File: config.mk
export PLATFORM = sky130hd
export DESIGN_NAME = opcode_alu
export DESIGN_NICKNAME = d
export VERILOG_FILES = /design/src/rtl/alu_pkg.sv /design/src/rtl/alu_b_invert.sv /design/src/rtl/alu_adder.sv /design/src/rtl/alu_magnitude_cmp.sv /design/src/rtl/alu_status.sv /design/src/rtl/opcode_alu.sv
export SDC_FILE = /design/constraint.sdc
export NUM_CORES = 1
export LEC_CHECK = 0
export CORE_MARGIN = 2
export CORE_UTILIZATION = 45
export CTS_BUF_LIST = sky130_fd_sc_hd__clkbuf_8
export CTS_CLUSTER_DIAMETER = 120
export DETAILED_ROUTE_END_ITERATION = 8
export PLACE_DENSITY_LB_ADDON = 0.3
export SETUP_SLACK_MARGIN = 0.02
export SLEW_MARGIN = 20
export SYNTH_ARGS = -nofsm -noshare
export SYNTH_HDL_FRONTEND = slang
export SYNTH_HIERARCHICAL = 1
export SYNTH_SLANG_ARGS = --single-unit
File: constraint.sdc
create_clock -name clk_i -period 5.6 [get_ports clk_i]
set_clock_uncertainty 0.1 [all_clocks]
set_input_delay 1.12 -clock clk_i [delete_from_list [all_inputs] [get_ports clk_i]]
set_output_delay 1.12 -clock clk_i [all_outputs]
set_load 0.05 [all_outputs]
File: src/rtl/alu_pkg.sv
package alu_pkg;
  typedef enum logic [3:0] {
    FN_ADD = 4'h0,
    FN_SUB = 4'h1,
    FN_AND = 4'h2,
    FN_OR  = 4'h4,
    FN_XOR = 4'h6,
    FN_CMP = 4'h8,
    FN_INV = 4'hB,
    FN_LSL = 4'hC,
    FN_LSR = 4'hE
  } alu_func_e;

  localparam int unsigned CARRY_BIT = 0;
endpackage

File: src/rtl/alu_b_invert.sv
module alu_b_invert #(
  parameter int unsigned W = 8
) (
  input  logic [W-1:0] b_i,
  input  logic         inv_i,
  output logic [W-1:0] b_o
);
  for (genvar i = 0; i < W; i++) begin : g_xor
    assign b_o[i] = b_i[i] ^ inv_i;
  end
endmodule

File: src/rtl/alu_adder.sv
module alu_adder #(
  parameter int unsigned W = 8
) (
  input  logic [W-1:0] a_i,
  input  logic [W-1:0] b_i,
  input  logic         cin_i,
  output logic [W-1:0] sum_o,
  output logic         cout_o
);
  logic [W:0] c;
  assign c[0] = cin_i;
  for (genvar i = 0; i < W; i++) begin : g_fa
    assign sum_o[i] = a_i[i] ^ b_i[i] ^ c[i];
    assign c[i+1]   = (a_i[i] & b_i[i]) | (c[i] & (a_i[i] ^ b_i[i]));
  end
  assign cout_o = c[W];
endmodule

File: src/rtl/alu_magnitude_cmp.sv
module alu_magnitude_cmp #(
  parameter int unsigned W = 8
) (
  input  logic [W-1:0] a_i,
  input  logic [W-1:0] b_i,
  output logic         ge_o
);
  // MSB-first scan: first differing bit decides
  logic [W:0] dec;
  logic [W:0] res;
  assign dec[W] = 1'b0;
  assign res[W] = 1'b1;
  for (genvar i = W - 1; i >= 0; i--) begin : g_bit
    assign dec[i] = dec[i+1] | (a_i[i] ^ b_i[i]);
    assign res[i] = dec[i+1] ? res[i+1] : ((a_i[i] ^ b_i[i]) ? a_i[i] : res[i+1]);
  end
  assign ge_o = res[0];
endmodule

File: src/rtl/alu_status.sv
module alu_status #(
  parameter int unsigned SW = 4
) (
  input  logic          clk_i,
  input  logic          rst_ni,
  input  logic          upd_i,
  input  logic          carry_i,
  output logic [SW-1:0] status_o
);
  logic carry_q;

  always_ff @(posedge clk_i or negedge rst_ni) begin
    if (!rst_ni)    carry_q <= 1'b0;
    else if (upd_i) carry_q <= carry_i;
  end

  assign status_o = {{(SW-1){1'b0}}, carry_q};

  assert_hold_R10: assert property (@(posedge clk_i) disable iff (!rst_ni)
    !upd_i |=> $stable(status_o));

  assert_capture_R11: assert property (@(posedge clk_i) disable iff (!rst_ni)
    upd_i |=> status_o[0] == $past(carry_i));
endmodule

File: src/rtl/opcode_alu.sv
module opcode_alu
  import alu_pkg::*;
#(
  parameter int unsigned DATA_W   = 8,
  parameter int unsigned STATUS_W = 4
) (
  input  logic                clk_i,
  input  logic                rst_ni,
  input  logic                alu_en_i,
  input  logic [3:0]          func_i,
  input  logic [DATA_W-1:0]   a_i,
  input  logic [DATA_W-1:0]   b_i,
  output logic [DATA_W-1:0]   bus_o,
  output logic                bus_oe_o,
  output logic [STATUS_W-1:0] status_o
);
  localparam logic [DATA_W-1:0] ZERO = '0;

  alu_func_e         fn;
  logic              inv_b;
  logic [DATA_W-1:0] b_sel;
  logic [DATA_W-1:0] sum;
  logic              cout;
  logic              a_ge_b;
  logic [DATA_W-1:0] result;
  logic              flag_upd;
  logic              flag_nxt;

  assign fn    = alu_func_e'(func_i);
  assign inv_b = func_i[0];

  alu_b_invert #(.W(DATA_W)) u_binv (
    .b_i  (b_i),
    .inv_i(inv_b),
    .b_o  (b_sel)
  );

  alu_adder #(.W(DATA_W)) u_add (
    .a_i   (a_i),
    .b_i   (b_sel),
    .cin_i (inv_b),
    .sum_o (sum),
    .cout_o(cout)
  );

  alu_magnitude_cmp #(.W(DATA_W)) u_cmp (
    .a_i (a_i),
    .b_i (b_i),
    .ge_o(a_ge_b)
  );

  always_comb begin
    result   = ZERO;
    flag_upd = 1'b0;
    flag_nxt = cout;
    unique case (fn)
      FN_ADD, FN_SUB: begin result = sum; flag_upd = 1'b1; end
      FN_AND:         result = a_i & b_i;
      FN_OR:          result = a_i | b_i;
      FN_XOR:         result = a_i ^ b_i;
      FN_CMP:         begin flag_upd = 1'b1; flag_nxt = a_ge_b; end
      FN_INV:         result = b_sel;
      FN_LSL:         result = {a_i[DATA_W-2:0], 1'b0};
      FN_LSR:         result = {1'b0, a_i[DATA_W-1:1]};
      default:        result = ZERO;
    endcase
  end

  assign bus_oe_o = alu_en_i && (fn != FN_CMP);
  assign bus_o    = bus_oe_o ? result : ZERO;

  alu_status #(.SW(STATUS_W)) u_stat (
    .clk_i   (clk_i),
    .rst_ni  (rst_ni),
    .upd_i   (alu_en_i && flag_upd),
    .carry_i (flag_nxt),
    .status_o(status_o)
  );

  assert_add_carry_R8: assert property (@(posedge clk_i) disable iff (!rst_ni)
    (alu_en_i && func_i == 4'h0) |=>
      status_o[CARRY_BIT] == ((DATA_W+1)'($past(a_i)) + (DATA_W+1)'($past(b_i)) > (DATA_W+1)'(2**DATA_W - 1)));

  assert_ge_carry_R9: assert property (@(posedge clk_i) disable iff (!rst_ni)
    (alu_en_i && (func_i == 4'h1 || func_i == 4'h8)) |=>
      status_o[CARRY_BIT] == ($past(a_i) >= $past(b_i)));

  assert_idle_flag_R10: assert property (@(posedge clk_i) disable iff (!rst_ni)
    !alu_en_i |=> $stable(status_o));

  assert_bus_quiet_R7: assert property (@(posedge clk_i) disable iff (!rst_ni)
    !bus_oe_o |-> bus_o == ZERO);

  assert_upper_zero_R12: assert property (@(posedge clk_i) disable iff (!rst_ni)
    status_o[STATUS_W-1:1] == '0);
endmodule

==> results of run 1 <==
-- how the worst min path moves through the flow --
| stage | startpoint | endpoint | slack, ps |
|---|---|---|---|
| 6_report | u_stat/carry_q$_DFFE_PN0P_ | u_stat/carry_q$_DFFE_PN0P_ | 410 |
| 5_1_grt | u_stat/carry_q$_DFFE_PN0P_ | u_stat/carry_q$_DFFE_PN0P_ | 440 |
| 4_1_cts | u_stat/carry_q$_DFFE_PN0P_ | u_stat/carry_q$_DFFE_PN0P_ | 410 |
| 3_5_place_dp | u_stat/carry_q$_DFFE_PN0P_ | u_stat/carry_q$_DFFE_PN0P_ | 410 |
| 3_3_place_gp | u_stat/carry_q$_DFFE_PN0P_ | u_stat/carry_q$_DFFE_PN0P_ | 400 |
| 2_1_floorplan | u_stat/carry_q$_DFFE_PN0P_ | u_stat/carry_q$_DFFE_PN0P_ | 380 |
-- cell usage in the layout, fill, tap and decap left out, types with 6 or more instances in the layout --
master           count
a22o_2               6
a22oi_1              7
xor2_1               7
fa_2                 7
clkdlybuf4s50_1     20
nand2_1              9
buf_4               14
ha_1                17
buf_12               7
a21oi_1              7
o21ai_0              7
inv_1               32
nor2_1               7
-- area by class of cell --
cell class / instances / area [um2]
inverter: 35 / 131
multi-input combinational: 138 / 1270
sequential: 1 / 25.0
tap: 44 / 55.1
fill: 272 / 1100
timing repair buffer: 46 / 503
-- kinds of logic after synthesis --
| logic type | after synthesis | synth area share, % |
|---|---|---|
| fa+ha+maj | 26 | 26.0 |
| buf+inv | 48 | 16.7 |
| simple gates | 49 | 21.4 |
| compound gates | 49 | 26.8 |
| mux | 2 | 1.79 |
| xor+xnor | 9 | 5.36 |
| flops | 1 | 1.70 |
| other cells | 1 | 0.255 |
-- worst max-delay path: stages --
cell	delay [ps]
buf_6	100
xor2_2	180
fa_2	360
inv_2	70
fa_2	190
inv_2	40
fa_2	340
fa_2	360
fa_2	360
fa_2	360
fa_2	340
inv_2	60
fa_1	400
inv_1	60
inv_1	40
o22ai_2	150
a221oi_2	110
nor2_4	140
buf_12	140
-- where the power goes --
group | switching [uW] | internal [uW] | leakage (uW) | total [uW]
registers | 1.34 | 9.69 | 0.0000119 | 11.0
logic | 105 | 86.5 | 0.000885 | 192
clock network | 0 | 0 | 0 | 0
-- metrics by stage --
| stage | TNS (ps) | setup WS (ps) |
|---|---|---|
| 6_report | -821 | -556 |
| 5_1_grt | -975 | -653 |
| 4_1_cts | -1150 | -700 |
| 3_5_place_dp | -1860 | -972 |
| 3_3_place_gp | -1630 | -869 |
| 2_1_floorplan | -546 | -430 |
-- metal layers --
metal	share of wire (%)	vias to the layer above
li1	-	699
met1	39	718
met2	53	59
met3	6.8	4
met4	1.1	0
met5	0	-
-- timing repair --
| action | CTS | global route |
|---|---|---|
| endpoints found under the setup margin | 4 | 3 |
| pin swaps | 13 | 10 |
| gates resized for setup | 22 | 1 |
| buffers inserted | 1 | 0 |
| endpoints found under the hold margin | 0 | 0 |
==> key figures, run 1 <==
Outcome
  – Status: complete, but fails checks
  – Violated checks: negative setup slack

Place
  – I/O Buffers: 32
  – Gpl congestion: ~0.90
  – Cells after DPL: 263
  – Placed Instance Area: ~2000 um2
  – Hpwl dp: 3.33 mm

Detailed routing
  – Vias/cell: 5.61
  – DRC Markers: 0
  – Overall routed net length: between 4 and 5 mm
  – 1st-iter DRT viols: 145
  – Drt wl/cell: between 15 and 20 um
  – DR vias: 1480
  – DR pass1 iterations: 5
  – Antenna-violating nets left: 0

Setup path
  – FF-to-FF path depth: 1
  – Nature of the critical path endpoint: output port
  – Worst Setup SP: b_i[0]
  – CP arrival: approximately 5000 ps
  – Worst Path Required: 4380 ps
  – Critical R2R Launch: u_stat/carry_q$_DFFE_PN0P_
  – Critical Path Sink: bus_o[7]
  – Crit Path Max Fanout: 2
  – Reg2reg end: u_stat/carry_q$_DFFE_PN0P_
  – Crit path kind: in2out
  – Worst R2R Setup Slack: 4750 ps
  – Crit start category: input port

Floorplan
  – Initial Util: 47.8%
  – CORE AREA: 3080 um2
  – Die width: 61.2 um
  – Die Ht: 61.2 um
  – I/O Pins: 36
  – Die footprint: 3740 um2
  – Cell row count: 20

Finish
  – Leading registers by flop count: u_stat/carry_q x1
  – Synth-to-layout area growth: 34.8%
  – Non-Filler Instances: ~260
  – Final Cell Area: 1980 um2
  – Final Util: approximately 64%
  – Share of post-route cells with drive strength above 1: about 29%
  – Max reg flops: 1
  – Largest Register: u_stat/carry_q
  – Ant diodes: 0
  – Nets: 270

Global routing
  – Met1 usage: about a third
  – GR peak layer: met2
  – First-pass GRT wire length: about 6.8 mm
  – Routing usage on met2: about two fifths
  – Antenna violations before repair: 0
  – Largest net degree at the start of global routing: 31
  – Vias in the first global route: 1491
  – GRT Residual Overflow: 0
  – Met3 Resource Use GR: less than 1%
  – GRT Overall Usage: a little under a quarter

Synthesis
  – Top_reg_cell synth: dfrtp_1
  – Synthesis warning total: 6
  – Syn_area_per_cell: just under 8 um2
  – Syn Inst Count: 185
  – Mapped Area: about 1500 um2
  – Post-synth cell types: 51
  – EDFF count, synth: 0
  – Most frequent cells after synthesis: 35 x inv_1, 17 x ha_1, 9 x a21oi_1, 9 x nand2_1
  – Sequential area share after synthesis: 1.70%
  – Yosys reg bits: 1
  – Top cells by area, synth: ha_1 14%, fa_1 11%, inv_1 8.9%
  – Asr flop ratio synth: 100%
  – Post-synth top area share: 14.5%
  – Leading area contributor after synthesis: ha_1
  – Count leader, synth: inv_1

Power
  – Maximum vdd drop: about 42 uV
  – Power Total: 203 uW
  – PwrDens: 102 nW/um2
  – Leakage power: 0.000897 uW

Timing
  – Slew HR: a little under 60%
  – F_max: ~160 MHz
  – Period utilization: 110%
  – Final hold vios: 0
  – Setup violators final: 2
  – Worst hold margin: about 410 ps
  – Final Critical Period: 6160 ps
  – Worst slew pin tran: 617 ps
  – RSZ-0062 raised after global routing: true
  – Setup ws final: -556 ps
  – Final Max Slew Viols: 0

Clock network
  – Worst-path clk slew: 0 ps
  – Clock Latency Late Sink: 0 ps
  – Hold_buf cts: 0

Run
  – Maximum Capacitance Violations: 0

Hold path
  – Hold path cells: 1
  – Hold crit path type: reg2reg
(Power assumes the default switching activity.)
==> run 2, diff against run 1 <==
HOLD_SLACK_MARGIN = 0.15   (was default)
==> results of run 2 <==
Same layout as run 1: the final DEF is identical, and so are final timing and power.
